--- config.mk ---
export PLATFORM = sky130hd
export DESIGN_NAME = pwrbtn_sleep_ctrl
export DESIGN_NICKNAME = d
export VERILOG_FILES = /design/src/rtl/pbsc_pkg.sv /design/src/rtl/pbsc_tick_gen.sv /design/src/rtl/pbsc_debounce.sv /design/src/rtl/pbsc_hold_timer.sv /design/src/rtl/pbsc_state_fsm.sv /design/src/rtl/pwrbtn_sleep_ctrl.sv
export SDC_FILE = /design/constraint.sdc
export NUM_CORES = 1
export LEC_CHECK = 0
export BUFFER_PORTS_ARGS = -buffer_cell sky130_fd_sc_hd__buf_2
export CAP_MARGIN = 25
export CORE_UTILIZATION = 53
export DETAILED_ROUTE_END_ITERATION = 10
export GPL_ROUTABILITY_DRIVEN = 0
export PLACE_DENSITY = 0.74
export REMOVE_ABC_BUFFERS = 1
export SLEW_MARGIN = 40
export SYNTH_ARGS = -nofsm -noshare
export SYNTH_HDL_FRONTEND = slang
export SYNTH_SLANG_ARGS = --single-unit
--- constraint.sdc ---
create_clock -name clk -period 1.48 [get_ports clk]
set_input_delay 0.074 -clock clk [delete_from_list [all_inputs] [get_ports clk]]
set_output_delay 0.074 -clock clk [all_outputs]
set_load 0.05 [all_outputs]
--- src/rtl/pbsc_pkg.sv ---
package pbsc_pkg;

  typedef enum logic [2:0] {
    PS_S0 = 3'd0,
    PS_S1 = 3'd1,
    PS_S2 = 3'd2,
    PS_S3 = 3'd3,
    PS_S4 = 3'd4,
    PS_S5 = 3'd5,
    PS_G3 = 3'd7
  } pstate_e;

  function automatic logic code_is_sleep(input logic [2:0] code);
    return (code >= 3'd1) && (code <= 3'd5);
  endfunction

endpackage

--- src/rtl/pbsc_tick_gen.sv ---
module pbsc_tick_gen #(
  parameter int CLK_PER_TICK = 250000
) (
  input  logic clk,
  input  logic rst_n,
  output logic tick_o
);
  localparam int CW = (CLK_PER_TICK > 1) ? $clog2(CLK_PER_TICK) : 1;
  localparam logic [CW-1:0] LAST = CW'(CLK_PER_TICK - 1);

  logic [CW-1:0] cnt_q, cnt_d;
  logic          wrap;

  assign wrap   = (cnt_q == LAST);
  assign tick_o = wrap;

  always_comb begin
    cnt_d = cnt_q + CW'(1);
    if (wrap) cnt_d = '0;
  end

  always_ff @(posedge clk or negedge rst_n) begin
    if (!rst_n) cnt_q <= '0;
    else        cnt_q <= cnt_d;
  end
endmodule

--- src/rtl/pbsc_debounce.sv ---
module pbsc_debounce #(
  parameter int DEB_TICKS = 16
) (
  input  logic clk,
  input  logic rst_n,
  input  logic tick_i,
  input  logic btn_n_i,
  output logic pressed_o,
  output logic press_rise_o
);
  localparam int CW = $clog2(DEB_TICKS + 1);
  localparam logic [CW-1:0] LAST = CW'(DEB_TICKS - 1);

  logic          meta_q, sync_q;
  logic          filt_q, filt_d;
  logic          prev_q;
  logic [CW-1:0] cnt_q, cnt_d;
  logic          raw_pressed;

  assign raw_pressed = ~sync_q;

  // Counter restarts whenever the input agrees with the filtered level,
  // so any bounce back restarts the interval.
  always_comb begin
    filt_d = filt_q;
    cnt_d  = cnt_q;
    if (raw_pressed == filt_q) begin
      cnt_d = '0;
    end else if (tick_i) begin
      if (cnt_q == LAST) begin
        filt_d = raw_pressed;
        cnt_d  = '0;
      end else begin
        cnt_d = cnt_q + CW'(1);
      end
    end
  end

  always_ff @(posedge clk or negedge rst_n) begin
    if (!rst_n) begin
      meta_q <= 1'b1;
      sync_q <= 1'b1;
      filt_q <= 1'b0;
      prev_q <= 1'b0;
      cnt_q  <= '0;
    end else begin
      meta_q <= btn_n_i;
      sync_q <= meta_q;
      filt_q <= filt_d;
      prev_q <= filt_q;
      cnt_q  <= cnt_d;
    end
  end

  assign pressed_o    = filt_q;
  assign press_rise_o = filt_q & ~prev_q;
endmodule

--- src/rtl/pbsc_hold_timer.sv ---
module pbsc_hold_timer #(
  parameter int HOLD_TICKS = 4000
) (
  input  logic clk,
  input  logic rst_n,
  input  logic tick_i,
  input  logic run_i,
  output logic expire_o
);
  localparam int CW = $clog2(HOLD_TICKS + 1);
  localparam logic [CW-1:0] LAST = CW'(HOLD_TICKS - 1);
  localparam logic [CW-1:0] DONE = CW'(HOLD_TICKS);

  logic [CW-1:0] cnt_q, cnt_d;
  logic          exp_q, exp_d;

  // Saturates at DONE so that one hold gives one expiry.
  always_comb begin
    cnt_d = cnt_q;
    exp_d = 1'b0;
    if (!run_i) begin
      cnt_d = '0;
    end else if (tick_i && (cnt_q != DONE)) begin
      cnt_d = cnt_q + CW'(1);
      if (cnt_q == LAST) exp_d = 1'b1;
    end
  end

  always_ff @(posedge clk or negedge rst_n) begin
    if (!rst_n) begin
      cnt_q <= '0;
      exp_q <= 1'b0;
    end else begin
      cnt_q <= cnt_d;
      exp_q <= exp_d;
    end
  end

  assign expire_o = exp_q;
endmodule

--- src/rtl/pbsc_state_fsm.sv ---
module pbsc_state_fsm
  import pbsc_pkg::*;
(
  input  logic       clk,
  input  logic       rst_n,
  input  logic       press_edge_i,
  input  logic       override_i,
  input  logic       sci_en_i,
  input  logic       sleep_req_i,
  input  logic [2:0] sleep_code_i,
  input  logic       pwr_lost_i,
  input  logic       pwr_restore_i,
  output pstate_e    state_o,
  output logic       smi_o,
  output logic       sci_o
);
  pstate_e st_q, st_d;
  logic    smi_q, smi_d, sci_q, sci_d;

  // Priority: power loss, G3 exit, hold override, press edge, sleep request.
  always_comb begin
    st_d  = st_q;
    smi_d = 1'b0;
    sci_d = 1'b0;
    if (pwr_lost_i) begin
      st_d = PS_G3;
    end else if (st_q == PS_G3) begin
      if (pwr_restore_i) st_d = PS_S5;
    end else if (override_i && (st_q != PS_S5)) begin
      st_d = PS_S5;
    end else if (press_edge_i) begin
      if (st_q == PS_S0) begin
        if (sci_en_i) sci_d = 1'b1;
        else          smi_d = 1'b1;
      end else begin
        st_d = PS_S0;
      end
    end else if (sleep_req_i && (st_q == PS_S0) && code_is_sleep(sleep_code_i)) begin
      st_d = pstate_e'(sleep_code_i);
    end
  end

  always_ff @(posedge clk or negedge rst_n) begin
    if (!rst_n) begin
      st_q  <= PS_S0;
      smi_q <= 1'b0;
      sci_q <= 1'b0;
    end else begin
      st_q  <= st_d;
      smi_q <= smi_d;
      sci_q <= sci_d;
    end
  end

  assign state_o = st_q;
  assign smi_o   = smi_q;
  assign sci_o   = sci_q;
endmodule

--- src/rtl/pwrbtn_sleep_ctrl.sv ---
module pwrbtn_sleep_ctrl
  import pbsc_pkg::*;
#(
  parameter int CLK_PER_TICK = 250000,
  parameter int DEB_TICKS    = 16,
  parameter int HOLD_TICKS   = 4000
) (
  input  logic       clk,
  input  logic       rst_n,
  input  logic       pwrbtn_n_i,
  input  logic       sci_en_i,
  input  logic       sleep_req_i,
  input  logic [2:0] sleep_code_i,
  input  logic       pwr_lost_i,
  input  logic       pwr_restore_i,
  output logic [2:0] state_o,
  output logic       smi_pulse_o,
  output logic       sci_pulse_o,
  output logic       btn_level_o
);
  logic    rs1_q, rs2_q;
  logic    irst_n;
  logic    tick;
  logic    pressed, press_rise;
  logic    hold_run, hold_expire;
  pstate_e st;

  // Reset asserts at once, releases on a clock edge.
  always_ff @(posedge clk or negedge rst_n) begin
    if (!rst_n) begin
      rs1_q <= 1'b0;
      rs2_q <= 1'b0;
    end else begin
      rs1_q <= 1'b1;
      rs2_q <= rs1_q;
    end
  end
  assign irst_n = rs2_q;

  pbsc_tick_gen #(.CLK_PER_TICK(CLK_PER_TICK)) u_tick (
    .clk    (clk),
    .rst_n  (irst_n),
    .tick_o (tick)
  );

  pbsc_debounce #(.DEB_TICKS(DEB_TICKS)) u_deb (
    .clk          (clk),
    .rst_n        (irst_n),
    .tick_i       (tick),
    .btn_n_i      (pwrbtn_n_i),
    .pressed_o    (pressed),
    .press_rise_o (press_rise)
  );

  assign hold_run = pressed && (st == PS_S0);

  pbsc_hold_timer #(.HOLD_TICKS(HOLD_TICKS)) u_hold (
    .clk      (clk),
    .rst_n    (irst_n),
    .tick_i   (tick),
    .run_i    (hold_run),
    .expire_o (hold_expire)
  );

  pbsc_state_fsm u_fsm (
    .clk           (clk),
    .rst_n         (irst_n),
    .press_edge_i  (press_rise),
    .override_i    (hold_expire),
    .sci_en_i      (sci_en_i),
    .sleep_req_i   (sleep_req_i),
    .sleep_code_i  (sleep_code_i),
    .pwr_lost_i    (pwr_lost_i),
    .pwr_restore_i (pwr_restore_i),
    .state_o       (st),
    .smi_o         (smi_pulse_o),
    .sci_o         (sci_pulse_o)
  );

  assign state_o     = st;
  assign btn_level_o = pressed;
endmodule

==> impl_results.html <==
<table>
<tr><th>Metric</th><th>Value</th></tr>
<tr><th colspan="2">STA</th></tr>
<tr><td>Final worst-path setup slack</td><td>-0.369 ns</td></tr>
<tr><td>Unrepaired setup endpoints after global routing</td><td>yes</td></tr>
<tr><td>Maximum frequency from static timing analysis</td><td>0.541 GHz</td></tr>
<tr><td>Largest clock skew in the final design</td><td>0.00465 ns</td></tr>
<tr><td>Period utilization</td><td>1.25</td></tr>
<tr><td>Number of hold-slack violations in the final timing report</td><td>0</td></tr>
<tr><td>Final TNS setup</td><td>-6.53 ns</td></tr>
<tr><td>Post-route minimum period</td><td>1.85 ns</td></tr>
<tr><td>Count of pins over their slew limit</td><td>0</td></tr>
<tr><td>Number of setup violations in the final report</td><td>32</td></tr>
<tr><th colspan="2">Detailed routing</th></tr>
<tr><td>Routed Wire Length</td><td>6400 um</td></tr>
<tr><td>Post-detailed-route wirelength per cell</td><td>17.0 um</td></tr>
<tr><td>Initial DRC Count</td><td>169</td></tr>
<tr><td>Top Layer Used</td><td>met4</td></tr>
<tr><td>Count of TritonRoute iterations in the first routing pass</td><td>4</td></tr>
<tr><td>Final antenna-violating net count</td><td>0</td></tr>
<tr><td>Vias per cell</td><td>5.76</td></tr>
<tr><td>Wire length on met1</td><td>2530 um</td></tr>
<tr><td>DRC violations left</td><td>0</td></tr>
<tr><td>Met3 WL post-DR</td><td>205 um</td></tr>
<tr><td>Metal2 WL</td><td>3500 um</td></tr>
<tr><td>Number of vias in the routed layout</td><td>2164</td></tr>
<tr><th colspan="2">Final layout</th></tr>
<tr><td>Commonest cells after routing, fill and taps aside</td><td>buf_4, dfrtp_1, nor2_1</td></tr>
<tr><td>Layout filler cell count</td><td>213</td></tr>
<tr><td>Register Area</td><td>0.00118 sq mm</td></tr>
<tr><td>Diodes inserted</td><td>0</td></tr>
<tr><td>Fraction of final layout cells sized beyond drive strength 1</td><td>0.457</td></tr>
<tr><td>Layout-stage area growth over the synthesis result</td><td>49.6%</td></tr>
<tr><td>Post-layout nets</td><td>339</td></tr>
<tr><td>Most common cell after layout, fill and taps aside</td><td>buf_4</td></tr>
<tr><td>Area taken by multi-input logic gates</td><td>0.00129 sq mm</td></tr>
<tr><th colspan="2">Global routing</th></tr>
<tr><td>Antenna violations before repair</td><td>0</td></tr>
<tr><td>Vias in the first global route</td><td>2163</td></tr>
<tr><td>Total routing usage reported by global routing</td><td>0.292</td></tr>
<tr><td>Maximum number of pins on one net before global-route repair</td><td>37</td></tr>
<tr><td>Global route total overflow</td><td>0</td></tr>
<tr><td>First-pass GRT wire length</td><td>9450 um</td></tr>
<tr><th colspan="2">Synthesis</th></tr>
<tr><td>Unique cell type count in the Yosys netlist</td><td>39</td></tr>
<tr><td>Number of warnings reported in the yosys synthesis log</td><td>0</td></tr>
<tr><td>Syn_area_per_cell</td><td>9.90 sq um</td></tr>
<tr><td>EDFF count, synth</td><td>0</td></tr>
<tr><td>Gate count of the mapped netlist</td><td>228</td></tr>
<tr><td>Leading register cell type out of synthesis</td><td>dfrtp_1</td></tr>
<tr><td>FFs w/ async S/R, synth</td><td>1.00</td></tr>
<tr><td>Biggest area consumer among synthesized cells</td><td>dfrtp_1</td></tr>
<tr><td>Dominant cells by area after synthesis</td><td>dfrtp_1, nor2_1, nand2_1, nand3_1, xnor2_1</td></tr>
<tr><td>Area of the mapped netlist</td><td>0.00226 sq mm</td></tr>
<tr><td>Sequential-to-total area share from yosys stat</td><td>0.522</td></tr>
<tr><td>Area share of the largest cell type after synthesis</td><td>0.499</td></tr>
<tr><td>Synthesis-stage register bit count</td><td>47</td></tr>
<tr><th colspan="2">Pwr</th></tr>
<tr><td>Leakage power total</td><td>1.54 nW</td></tr>
<tr><td>VDD IR max</td><td>0.872 mV</td></tr>
<tr><td>Overall power of the completed layout</td><td>2.83 mW</td></tr>
<tr><td>Power density over the cells</td><td>838 mW/mm^2</td></tr>
<tr><th colspan="2">Clock tree</th></tr>
<tr><td>Skew-Pair Late Insertion Delay</td><td>0.32 ns</td></tr>
<tr><td>Clk sinks</td><td>47</td></tr>
<tr><td>Clock transition at path regs</td><td>0.09 ns</td></tr>
<tr><td>Max Buffers Root-to-Sink</td><td>2</td></tr>
<tr><td>Clock tree from TritonCTS</td><td>yes</td></tr>
<tr><td>Number of buffers inserted during clock tree synthesis</td><td>5</td></tr>
<tr><td>Root Buffer Master</td><td>clkbuf_8</td></tr>
<tr><td>Number of levels the H-tree was split into</td><td>2</td></tr>
<tr><th colspan="2">Worst setup path</th></tr>
<tr><td>Arrival time at the worst endpoint</td><td>2.05 ns</td></tr>
<tr><td>Critical Path Start Type</td><td>flip-flop</td></tr>
<tr><td>Critical Path End Type</td><td>flip-flop</td></tr>
<tr><td>Crit path max fanout</td><td>6</td></tr>
<tr><td>Worst setup path class</td><td>flip-flop to flip-flop</td></tr>
<tr><td>Worst path required time</td><td>1.68 ns</td></tr>
<tr><th colspan="2">Status</th></tr>
<tr><td>Violations in the final reports</td><td>negative setup slack</td></tr>
<tr><td>Status</td><td>complete, but fails checks</td></tr>
<tr><th colspan="2">Floorplan</th></tr>
<tr><td>Top-level I/O count</td><td>16</td></tr>
<tr><td>Initial cell density of the core</td><td>0.556</td></tr>
<tr><td>Horiz. Die Dim</td><td>67.3 um</td></tr>
<tr><td>Height of the die</td><td>67.3 um</td></tr>
<tr><td>Core box area</td><td>0.00406 sq mm</td></tr>
<tr><td>Overall die area</td><td>0.00452 sq mm</td></tr>
<tr><td>Standard-cell row count</td><td>23</td></tr>
<tr><th colspan="2">Placement</th></tr>
<tr><td>Detailed Place HPWL</td><td>3730 um</td></tr>
<tr><td>Number of port buffers</td><td>15</td></tr>
<tr><th colspan="2">Run</th></tr>
<tr><td>Max capacitance violation total</td><td>0</td></tr>
<tr><th colspan="2">Hold path</th></tr>
<tr><td>Type of the most critical hold path</td><td>primary input to asynchronous set/reset pin</td></tr>
</table>
[through the flow]
| stage | instance area, sq um | cells | hold WS [ns] | utilization | setup WS [ns] |
|---|---|---|---|---|---|
| floorplan | 2230 | 223 | -0.222 | - | -0.609 |
| global placement | 2830 | 348 | -0.141 | 0.698 | -0.468 |
| detailed placement | 2830 | 348 | -0.141 | 0.698 | -0.584 |
| CTS | 3180 | 373 | 0.0596 | 0.784 | -0.366 |
| global route | 3380 | 376 | 0.0798 | 0.832 | -0.463 |
| finish | 3380 | 376 | 0.0736 | 0.832 | -0.369 |
[repair_timing]
action                                  4_1_cts  5_1_grt
pin swaps                                    18       19
hold endpoints to repair                      4        0
resized for setup                            25       39
buffers inserted                             13        3
cloned                                        1        1
hold buffers                                  3        0
endpoints found under the setup margin       29       36
[logic make-up (layout without fill, tap and decap cells)]
kind of cell	count (synthesis)	after routing	synth area share
other cells	1	1	0.00166
mux	3	3	0.0139
simple gates	108	109	0.257
fa+ha+maj	4	4	0.0222
buf+inv	12	109	0.0233
flops	47	47	0.522
compound gates	36	36	0.0942
xor+xnor	17	17	0.0660
[critical path: stages, from the launching register on]
cell	delay, ns
dfrtp_1	0.40
nor4_2	0.28
and4_4	0.32
nand3_4	0.12
buf_4	0.16
buf_6	0.12
o21ai_0	0.23
a21oi_1	0.11
[power breakdown]
part / internal [mW] / leakage, nW / switching (mW) / total [mW]
sequential: 1.32 / 0.620 / 0.0285 / 1.35
clock: 0.504 / 0.0581 / 0.478 / 0.981
combinational: 0.205 / 0.866 / 0.296 / 0.502
total: 2.03 / 1.54 / 0.802 / 2.83
[layer usage]
| layer | vias up | global-route usage |
|---|---|---|
| met2 | 63 | 0.520 |
| met3 | 17 | 0.0541 |
| met5 | - | 0 |
| met1 | 1076 | 0.317 |
| li1 | 1008 | - |
| met4 | 0 | 0.181 |
[worst paths after layout]
| kind | to | slack, ns | depth (start not counted) | start |
|---|---|---|---|---|
| setup reg to reg | u_hold.cnt_q[6] | -0.37 | 7 | u_tick.cnt_q[10] |
| hold / removal | irst_n | 0.07 | 2 | rst_n |
| min in group clk | u_fsm.state_o[0] | 0.10 | 3 | sleep_code_i[0] |
| hold reg to reg | u_deb.cnt_q[3] | 0.14 | 0 | irst_n |
| setup / recovery | u_hold.cnt_q[6] | -0.37 | 7 | u_tick.cnt_q[10] |
| max in group asynchronous | u_deb.cnt_q[2] | 0.87 | 1 | irst_n |
[registers in the layout, indices dropped and copies added, names as in the netlist]
signal	count
u_tick.cnt_q	18
u_hold.cnt_q	12
u_deb.cnt_q	5
u_fsm.state_o	3
irst_n	1
rs1_q	1
u_deb.meta_q	1
u_deb.pressed_o	1
u_deb.prev_q	1
u_deb.sync_q	1
u_fsm.sci_o	1
u_fsm.smi_o	1
u_hold.expire_o	1
[final cells by class]
type | instances | share of cell area
clock buffer | 5 | 0.0204
inverter | 7 | 0.00778
clock inverter | 3 | 0.0130
timing repair buffer | 94 | 0.209
sequential | 47 | 0.350
tap | 50 | 0.0185
multi-input combinational | 170 | 0.381
[synth_stat cells, types with 6 or more instances]
library cell,number
a21oi_1,14
dfrtp_1,45
inv_1,7
nand2_1,23
nand3_1,16
nand4_1,8
nor2_1,26
nor3_1,6
o21ai_0,8
o31ai_1,6
or4_1,6
xnor2_1,9
xor2_1,8
Power figures use the tool's default switching activity.
